**src/rtl/gpio_bank_pkg.sv**
```systemverilog
package gpio_bank_pkg;

  localparam int WORD_W    = 32;
  localparam int MAX_BANKS = 6;
  localparam int NUM_SEL   = 8;

  typedef enum logic [2:0] {
    SEL_LEVEL = 3'd0,
    SEL_DIR   = 3'd1,
    SEL_SET   = 3'd2,
    SEL_CLR   = 3'd3,
    SEL_RISE  = 3'd4,
    SEL_FALL  = 3'd5,
    SEL_STAT  = 3'd6,
    SEL_GATE  = 3'd7
  } regSel_e;

  // Strobes handed from the decoder to every bank datapath
  typedef struct packed {
    logic    hit;
    logic    wr;
    logic [2:0] bank;
    regSel_e sel;
  } busAccess_t;

  // Byte offset of each register kind within a group of three banks
  function automatic logic [7:0] selBase(input int s);
    case (s)
      0:       selBase = 8'h00;
      1:       selBase = 8'h0C;
      2:       selBase = 8'h18;
      3:       selBase = 8'h24;
      4:       selBase = 8'h30;
      5:       selBase = 8'h3C;
      6:       selBase = 8'h48;
      default: selBase = 8'h9C;
    endcase
  endfunction

endpackage

```
**src/rtl/gpio_addr_dec.sv**
```systemverilog
module gpio_addr_dec
  import gpio_bank_pkg::*;
#(
  parameter int ADDR_W    = 10,
  parameter int NUM_BANKS = 6
) (
  input  logic [ADDR_W-1:0] addr,
  input  logic              wrEn,
  output busAccess_t        acc
);

  localparam int GROUP_BIT = 8;
  localparam int SPAN      = 12;

  logic [7:0] lowAddr;
  logic [7:0] diff;
  logic       kindFound;
  regSel_e    kindSel;
  logic [1:0] slot;
  logic [2:0] bankNum;
  logic       upperZero;
  logic       aligned;
  logic       inRange;

  assign lowAddr   = addr[7:0];
  assign upperZero = ((addr >> (GROUP_BIT + 1)) == '0);
  assign aligned   = (addr[1:0] == 2'b00);

  always_comb begin
    kindFound = 1'b0;
    kindSel   = SEL_LEVEL;
    slot      = 2'd0;
    diff      = 8'd0;
    for (int s = 0; s < NUM_SEL; s++) begin
      diff = lowAddr - selBase(s);
      if ((lowAddr >= selBase(s)) && (diff < 8'(SPAN))) begin
        kindFound = 1'b1;
        kindSel   = regSel_e'(s);
        slot      = diff[3:2];
      end
    end
  end

  assign bankNum = addr[GROUP_BIT] ? (3'd3 + {1'b0, slot}) : {1'b0, slot};
  assign inRange = (32'(bankNum) < NUM_BANKS);

  always_comb begin
    acc.hit  = kindFound && aligned && upperZero && inRange;
    acc.wr   = acc.hit && wrEn;
    acc.bank = bankNum;
    acc.sel  = kindSel;
  end

endmodule

```
**src/rtl/gpio_pin_sync.sv**
```systemverilog
module gpio_pin_sync #(
  parameter int WIDTH  = 32,
  parameter int STAGES = 2
) (
  input  logic             clk,
  input  logic             rstN,
  input  logic [WIDTH-1:0] padIn,
  output logic [WIDTH-1:0] lvl,
  output logic [WIDTH-1:0] lvlPrev
);

  logic [WIDTH-1:0] chain [STAGES];

  genvar g;
  generate
    for (g = 0; g < STAGES; g++) begin : gStage
      always_ff @(posedge clk or negedge rstN) begin
        if (!rstN) chain[g] <= '0;
        else if (g == 0) chain[g] <= padIn;
        else chain[g] <= chain[(g == 0) ? 0 : g - 1];
      end
    end
  endgenerate

  always_ff @(posedge clk or negedge rstN) begin
    if (!rstN) lvlPrev <= '0;
    else lvlPrev <= chain[STAGES-1];
  end

  assign lvl = chain[STAGES-1];

endmodule

```
**src/rtl/gpio_bank.sv**
```systemverilog
module gpio_bank
  import gpio_bank_pkg::*;
#(
  parameter int          BANK_IDX = 0,
  parameter int          LIVE     = 32,
  parameter logic [31:0] INV      = '0
) (
  input  logic             clk,
  input  logic             rstN,
  input  busAccess_t       acc,
  input  logic [31:0]      wrData,
  input  logic [LIVE-1:0]  padIn,
  output logic [LIVE-1:0]  padOut,
  output logic [LIVE-1:0]  padOe,
  output logic [31:0]      rdWord,
  output logic             irqBank
);

  localparam logic [31:0] LIVE_MASK = (LIVE >= 32) ? 32'hFFFF_FFFF
                                                   : ((32'd1 << LIVE) - 32'd1);
  localparam logic [31:0] INV_LIVE  = INV & LIVE_MASK;

  logic [31:0] outLat, dirReg, riseEn, fallEn, stat, gate;
  logic [LIVE-1:0] lvlNarrow, prevNarrow;
  logic [31:0] lvl, lvlPrev;
  logic [31:0] riseHit, fallHit, evt, clrMask, wMasked;
  logic wrHere, wrSet, wrClr, wrDir, wrRise, wrFall, wrStat, wrGate;

  gpio_pin_sync #(.WIDTH(LIVE), .STAGES(2)) uSync (
    .clk    (clk),
    .rstN   (rstN),
    .padIn  (padIn),
    .lvl    (lvlNarrow),
    .lvlPrev(prevNarrow)
  );

  assign lvl     = 32'(lvlNarrow);
  assign lvlPrev = 32'(prevNarrow);

  assign wrHere = acc.wr && (acc.bank == 3'(BANK_IDX));
  assign wrSet  = wrHere && (acc.sel == SEL_SET);
  assign wrClr  = wrHere && (acc.sel == SEL_CLR);
  assign wrDir  = wrHere && (acc.sel == SEL_DIR);
  assign wrRise = wrHere && (acc.sel == SEL_RISE);
  assign wrFall = wrHere && (acc.sel == SEL_FALL);
  assign wrStat = wrHere && (acc.sel == SEL_STAT);
  assign wrGate = wrHere && (acc.sel == SEL_GATE);

  assign wMasked = wrData & LIVE_MASK;
  assign riseHit = lvl & ~lvlPrev & riseEn;
  assign fallHit = ~lvl & lvlPrev & fallEn;
  assign evt     = riseHit | fallHit;
  assign clrMask = wrStat ? wMasked : 32'd0;

  always_ff @(posedge clk or negedge rstN) begin
    if (!rstN) begin
      outLat <= '0;
      dirReg <= INV_LIVE;
      riseEn <= '0;
      fallEn <= '0;
      stat   <= '0;
      gate   <= '0;
    end else begin
      if (wrSet)       outLat <= outLat | wMasked;
      else if (wrClr)  outLat <= outLat & ~wMasked;
      if (wrDir)  dirReg <= wMasked;
      if (wrRise) riseEn <= wMasked;
      if (wrFall) fallEn <= wMasked;
      if (wrGate) gate   <= wMasked;
      stat <= ((stat & ~clrMask) | evt) & LIVE_MASK;
    end
  end

  logic [31:0] oeWide;
  assign oeWide = (dirReg ^ INV) & LIVE_MASK;
  assign padOe  = oeWide[LIVE-1:0];
  assign padOut = outLat[LIVE-1:0];

  always_comb begin
    case (acc.sel)
      SEL_LEVEL: rdWord = lvl;
      SEL_DIR:   rdWord = dirReg;
      SEL_SET:   rdWord = outLat;
      SEL_CLR:   rdWord = outLat;
      SEL_RISE:  rdWord = riseEn;
      SEL_FALL:  rdWord = fallEn;
      SEL_STAT:  rdWord = stat & gate;
      default:   rdWord = gate;
    endcase
  end

  assign irqBank = |(stat & gate);

  AST_SET_DRIVES: assert property (@(posedge clk) disable iff (!rstN)
    wrSet |=> ((32'(padOut) & $past(wMasked)) == $past(wMasked)))
    else $error("set strobe did not raise latch");

  AST_CLR_DRIVES: assert property (@(posedge clk) disable iff (!rstN)
    wrClr |=> ((32'(padOut) & $past(wMasked)) == 32'd0))
    else $error("clear strobe did not lower latch");

  AST_DIR_OE: assert property (@(posedge clk) disable iff (!rstN)
    wrDir |=> (32'(padOe) == (($past(wMasked) ^ INV) & LIVE_MASK)))
    else $error("output enable does not follow direction write");

  AST_EDGE_CAPTURE: assert property (@(posedge clk) disable iff (!rstN)
    (evt != 32'd0) |=> ((stat & $past(evt & LIVE_MASK)) == $past(evt & LIVE_MASK)))
    else $error("edge event lost");

  AST_W1C_CLEARS: assert property (@(posedge clk) disable iff (!rstN)
    (wrStat && (evt == 32'd0)) |=> ((stat & $past(wMasked)) == 32'd0))
    else $error("write-one-to-clear left a bit set");

endmodule

```
**src/rtl/gpio_bank_ctrl.sv**
```systemverilog
module gpio_bank_ctrl
  import gpio_bank_pkg::*;
#(
  parameter int           NUM_PINS   = 190,
  parameter int           ADDR_W     = 10,
  parameter logic [191:0] DIR_INVERT = '0
) (
  input  logic                clk,
  input  logic                rstN,
  input  logic [ADDR_W-1:0]   busAddr,
  input  logic                busWrEn,
  input  logic [31:0]         busWrData,
  output logic [31:0]         busRdData,
  input  logic [NUM_PINS-1:0] padIn,
  output logic [NUM_PINS-1:0] padOut,
  output logic [NUM_PINS-1:0] padOe,
  output logic                irq
);

  localparam int NUM_BANKS = (NUM_PINS + WORD_W - 1) / WORD_W;

  busAccess_t  acc;
  logic [31:0] bankRd  [NUM_BANKS];
  logic [NUM_BANKS-1:0] bankIrq;

  gpio_addr_dec #(.ADDR_W(ADDR_W), .NUM_BANKS(NUM_BANKS)) uDec (
    .addr (busAddr),
    .wrEn (busWrEn),
    .acc  (acc)
  );

  genvar b;
  generate
    for (b = 0; b < NUM_BANKS; b++) begin : gBank
      localparam int LIVE = (b == NUM_BANKS - 1) ? (NUM_PINS - WORD_W * b) : WORD_W;
      gpio_bank #(
        .BANK_IDX (b),
        .LIVE     (LIVE),
        .INV      (DIR_INVERT[b*WORD_W +: WORD_W])
      ) uBank (
        .clk     (clk),
        .rstN    (rstN),
        .acc     (acc),
        .wrData  (busWrData),
        .padIn   (padIn [b*WORD_W +: LIVE]),
        .padOut  (padOut[b*WORD_W +: LIVE]),
        .padOe   (padOe [b*WORD_W +: LIVE]),
        .rdWord  (bankRd[b]),
        .irqBank (bankIrq[b])
      );
    end
  endgenerate

  always_comb begin
    busRdData = 32'd0;
    for (int i = 0; i < NUM_BANKS; i++) begin
      if (acc.hit && (acc.bank == 3'(i))) busRdData = bankRd[i];
    end
  end

  assign irq = |bankIrq;

endmodule

```
**config.mk**
```make
export PLATFORM = sky130hd
export DESIGN_NAME = gpio_bank_ctrl
export DESIGN_NICKNAME = d
export VERILOG_FILES = /design/src/rtl/gpio_bank_pkg.sv /design/src/rtl/gpio_addr_dec.sv /design/src/rtl/gpio_pin_sync.sv /design/src/rtl/gpio_bank.sv /design/src/rtl/gpio_bank_ctrl.sv
export SDC_FILE = /design/constraint.sdc
export NUM_CORES = 2
export LEC_CHECK = 0
export BUFFER_PORTS_ARGS = -buffer_cell sky130_fd_sc_hd__buf_2
export CELL_PAD_IN_SITES_DETAIL_PLACEMENT = 2
export CELL_PAD_IN_SITES_GLOBAL_PLACEMENT = 2
export CORE_ASPECT_RATIO = 0.9
export CORE_UTILIZATION = 40
export CTS_CLUSTER_SIZE = 12
export DETAILED_ROUTE_END_ITERATION = 10
export PLACE_DENSITY = 0.86
export SLEW_MARGIN = 20
export SYNTH_ARGS = -nofsm -noshare
export SYNTH_HDL_FRONTEND = slang
export SYNTH_HIERARCHICAL = 1
export SYNTH_SLANG_ARGS = --single-unit
```
**constraint.sdc**
```tcl
create_clock -name clk -period 23.1 [get_ports clk]
set_clock_uncertainty 0.15 [all_clocks]
set_input_delay 2.31 -clock clk [delete_from_list [all_inputs] [get_ports clk]]
set_output_delay 2.31 -clock clk [all_outputs]
set_load 0.1 [all_outputs]
```
==> impl_metrics.env <==
export IMPL_slew_headroom_pct=17.4
export IMPL_postCtsHoldBufs=0
export IMPL_drt_pass1_iter_count=5
export IMPL_ys_warnings_count=6
export IMPL_async_reset_ff_share_pct=100
export IMPL_synth_area_per_cell_sq_um=12.2
export IMPL_drive_gt1_share_pct=30.9
export IMPL_p_leak_nw=42.4
export IMPL_hold_path_class="flop to flop"
export IMPL_drcViolationCount=0
export IMPL_yosys_area_share_adder_pct=0.160
export IMPL_cts_root_buf="clkbuf_16"
export IMPL_endpoint_kind="output port"
export IMPL_synth_top_area_share_pct=54.6
export IMPL_power_density_nw_per_um2=84.2
export IMPL_viasPerCell=6.49
export IMPL_grt_max_degree=186
export IMPL_n_fill_cell=19000
export IMPL_place_hpwl_um=227000
export IMPL_max_freq_mhz=79.8
export IMPL_synth_cell_types=92
export IMPL_setup_tns_ps=0
export IMPL_postSynthCellCount=6406
export IMPL_grt_first_pass_wirelength_um=528000
export IMPL_crit_fanout=107
export IMPL_syn_area_sq_um=78300
export IMPL_design_die_area_sq_um=198000
export IMPL_cts_resized=0
export IMPL_drtIter0Drc=7654
export IMPL_overflow=0
export IMPL_core_area_sq_um=194000
export IMPL_drv_cap=0
export IMPL_netlist_top_cells_area="dfrtp_1, mux2_2, mux2i_1"
export IMPL_htree_num_levels=4
export IMPL_period_minus_slack_ps=12520
export IMPL_syn_to_final_growth_pct=13.0
export IMPL_synth_compound_area_share_pct=10.5
export IMPL_wl_per_cell_um=39.1
export IMPL_synthXorXnorAreaFrac_pct=0.0335
export IMPL_cts_tree="built"
export IMPL_ant_nets=0
export IMPL_synth_flop_cell="dfrtp_1"
export IMPL_synth_largest_area_cell="dfrtp_1"
export IMPL_postCtsSetupRepairBufs=0
export IMPL_yosys_area_share_simple_pct=9.48
export IMPL_worstMarginPinSlew_ps=1240
export IMPL_clkLatencyLatePin_ps=870
export IMPL_pre_cts_slack_ps=10810
export IMPL_numCtsBuffers=185
export IMPL_die_h_um=422
export IMPL_startpoint_type="primary input"
export IMPL_antenna_found_initial=72
export IMPL_rows=153
export IMPL_synth_seq_cells=1710
export IMPL_rsz0062_at_grt="no"
export IMPL_die_x_um=468
export IMPL_vias=61700
export IMPL_grt_usage_pct=37.3
export IMPL_place_port_buffers=647
export IMPL_cts_buffer_depth=3
export IMPL_period_share_pct=54.2
export IMPL_synth_seq_area_share_pct=54.6
export IMPL_gp_congestion=0.895
export IMPL_layout_setup_ws_ps=10580
export IMPL_clkTransAtPathRegs_ps=60
export IMPL_cts_sinks=1710
export IMPL_layout_nets=7025
export IMPL_synthMuxAreaShare_pct=19.6
export IMPL_path_class="primary input to output port"
export IMPL_timing_final_max_slew_violations=0
export IMPL_synthMostInstantiatedCell="dfrtp_1"
export IMPL_start_util_pct=40.4
export IMPL_grt_pass1_vias=67600
export IMPL_hold_violations=0
export IMPL_critical_path_required_ps=20640
export IMPL_worst_ep_arrival_time_ps=10060
export IMPL_io_pin_count=648
export IMPL_peakVddDrop_mv=0.0803
export IMPL_setup_viol=0
export IMPL_outcome="finished clean"
export IMPL_synth_edf_count=0
export IMPL_wl_um=371000
export IMPL_synth_top_cells_by_count="dfrtp_1, mux2_2, nand2_1, o21ai_0, mux2i_1"
export IMPL_synth_top_family_by_area="multiplexers"
-- layout by cell type, fill, tap and decap left out, types with 67 or more instances in the layout --
cell       Yosys  layout
o21ai_0      313     306
nor2_1       123     120
buf_4        235     118
inv_1        199     198
o211ai_1      90      90
nand2b_1      70      70
a22oi_1      102     102
o21ai_1       61      67
mux2i_1      275     275
buf_2        191     646
mux2_2       800     800
dfrtp_1     1710    1710
nand3b_1     196     196
mux2_4        90      90
a21oi_1       73      73
nand2_1      576     576
nand4_1      129     129
clkbuf_16      0     191
o31ai_1      120     119
mux4_2        91      91
a21o_1       164     164
o22ai_1       75      75
-- layout make-up --
type / count / area, sq um / area share, %
multi-input cells: 3903 / 31300 / 35.4
clock inverters: 38 / 423 / 0.478
flip-flops and latches: 1710 / 42800 / 48.3
diodes: 20 / 50.0 / 0.0565
well taps: 2557 / 3200 / 3.61
clock buffers: 290 / 5620 / 6.35
inverters: 203 / 769 / 0.869
repair buffers: 777 / 4370 / 4.94
-- final timing paths --
check / startpoint / to / slack, ps / cells past startpoint
max in group asynchronous: rstN / gBank[2].uBank/uSync/chain[48]$_DFF_PN0_ / 16560 / 7
max reg2reg: gBank[2].uBank/uSync/lvl[4]$_DFF_PN0_ / gBank[2].uBank/stat[4]$_DFF_PN0_ / 21560 / 3
min reg2reg: gBank[1].uBank/uSync/chain[56]$_DFF_PN0_ / gBank[1].uBank/uSync/lvl[24]$_DFF_PN0_ / 190 / 0
max: busAddr[3] / busRdData[24] / 10580 / 20
min: gBank[1].uBank/uSync/chain[56]$_DFF_PN0_ / gBank[1].uBank/uSync/lvl[24]$_DFF_PN0_ / 190 / 0
min in group asynchronous: rstN / gBank[0].uBank/uSync/chain[36]$_DFF_PN0_ / 1350 / 1
-- routing by layer --
| metal | vias up | track usage (%) | share of wire (%) |
|---|---|---|---|
| met5 | - | 0.171 | 0.074 |
| met4 | 42 | 29.1 | 9.0 |
| li1 | 23700 | - | - |
| met3 | 1317 | 10.5 | 9.2 |
| met2 | 3778 | 56.7 | 46 |
| met1 | 32900 | 44.4 | 36 |
-- kinds of logic after synthesis --
kind of cell	count (synthesis)
muxes	1271
xor gates and xnor gates	3
buffers and inverters	794
DFF	1710
AOI/OAI and AO/OA	1230
and+or+nand+nor	1387
other	1
adders and majority gates	10
-- report_power, final --
group | switching, mW | internal (mW)
Clock | 1.37 | 1.71
Sequential | 0.167 | 3.13
Combinational | 0.772 | 0.302
Total | 2.31 | 5.14
-- worst max-delay path: stages --
cell,delay [ps]
buf_2,180
inv_1,210
ha_1,230
a21boi_0,380
mux2i_1,200
nor2_1,250
a21o_1,170
a21oi_1,120
o21ai_4,140
buf_4,360
buf_12,540
buf_4,610
buf_4,670
buf_4,760
a211oi_1,160
o31ai_1,560
mux2_2,320
nand2_2,90
a31oi_1,870
buf_2,590
-- metrics by stage --
step / instances / hold slack, ps / power, mW / area, sq um / util [%]
after global routing: 9488 / 203 / 7.60 / 88500 / 45.6
after CTS: 9473 / 190 / 7.42 / 88300 / 45.6
after floorplan: 6407 / 181 / 3.86 / 78300 / -
after detailed placement: 9145 / 186 / 4.33 / 82300 / 42.4
after global placement: 9145 / 184 / 4.28 / 82300 / 42.4
final: 9498 / 187 / 7.45 / 88500 / 45.7
(Power assumes the default switching activity.)
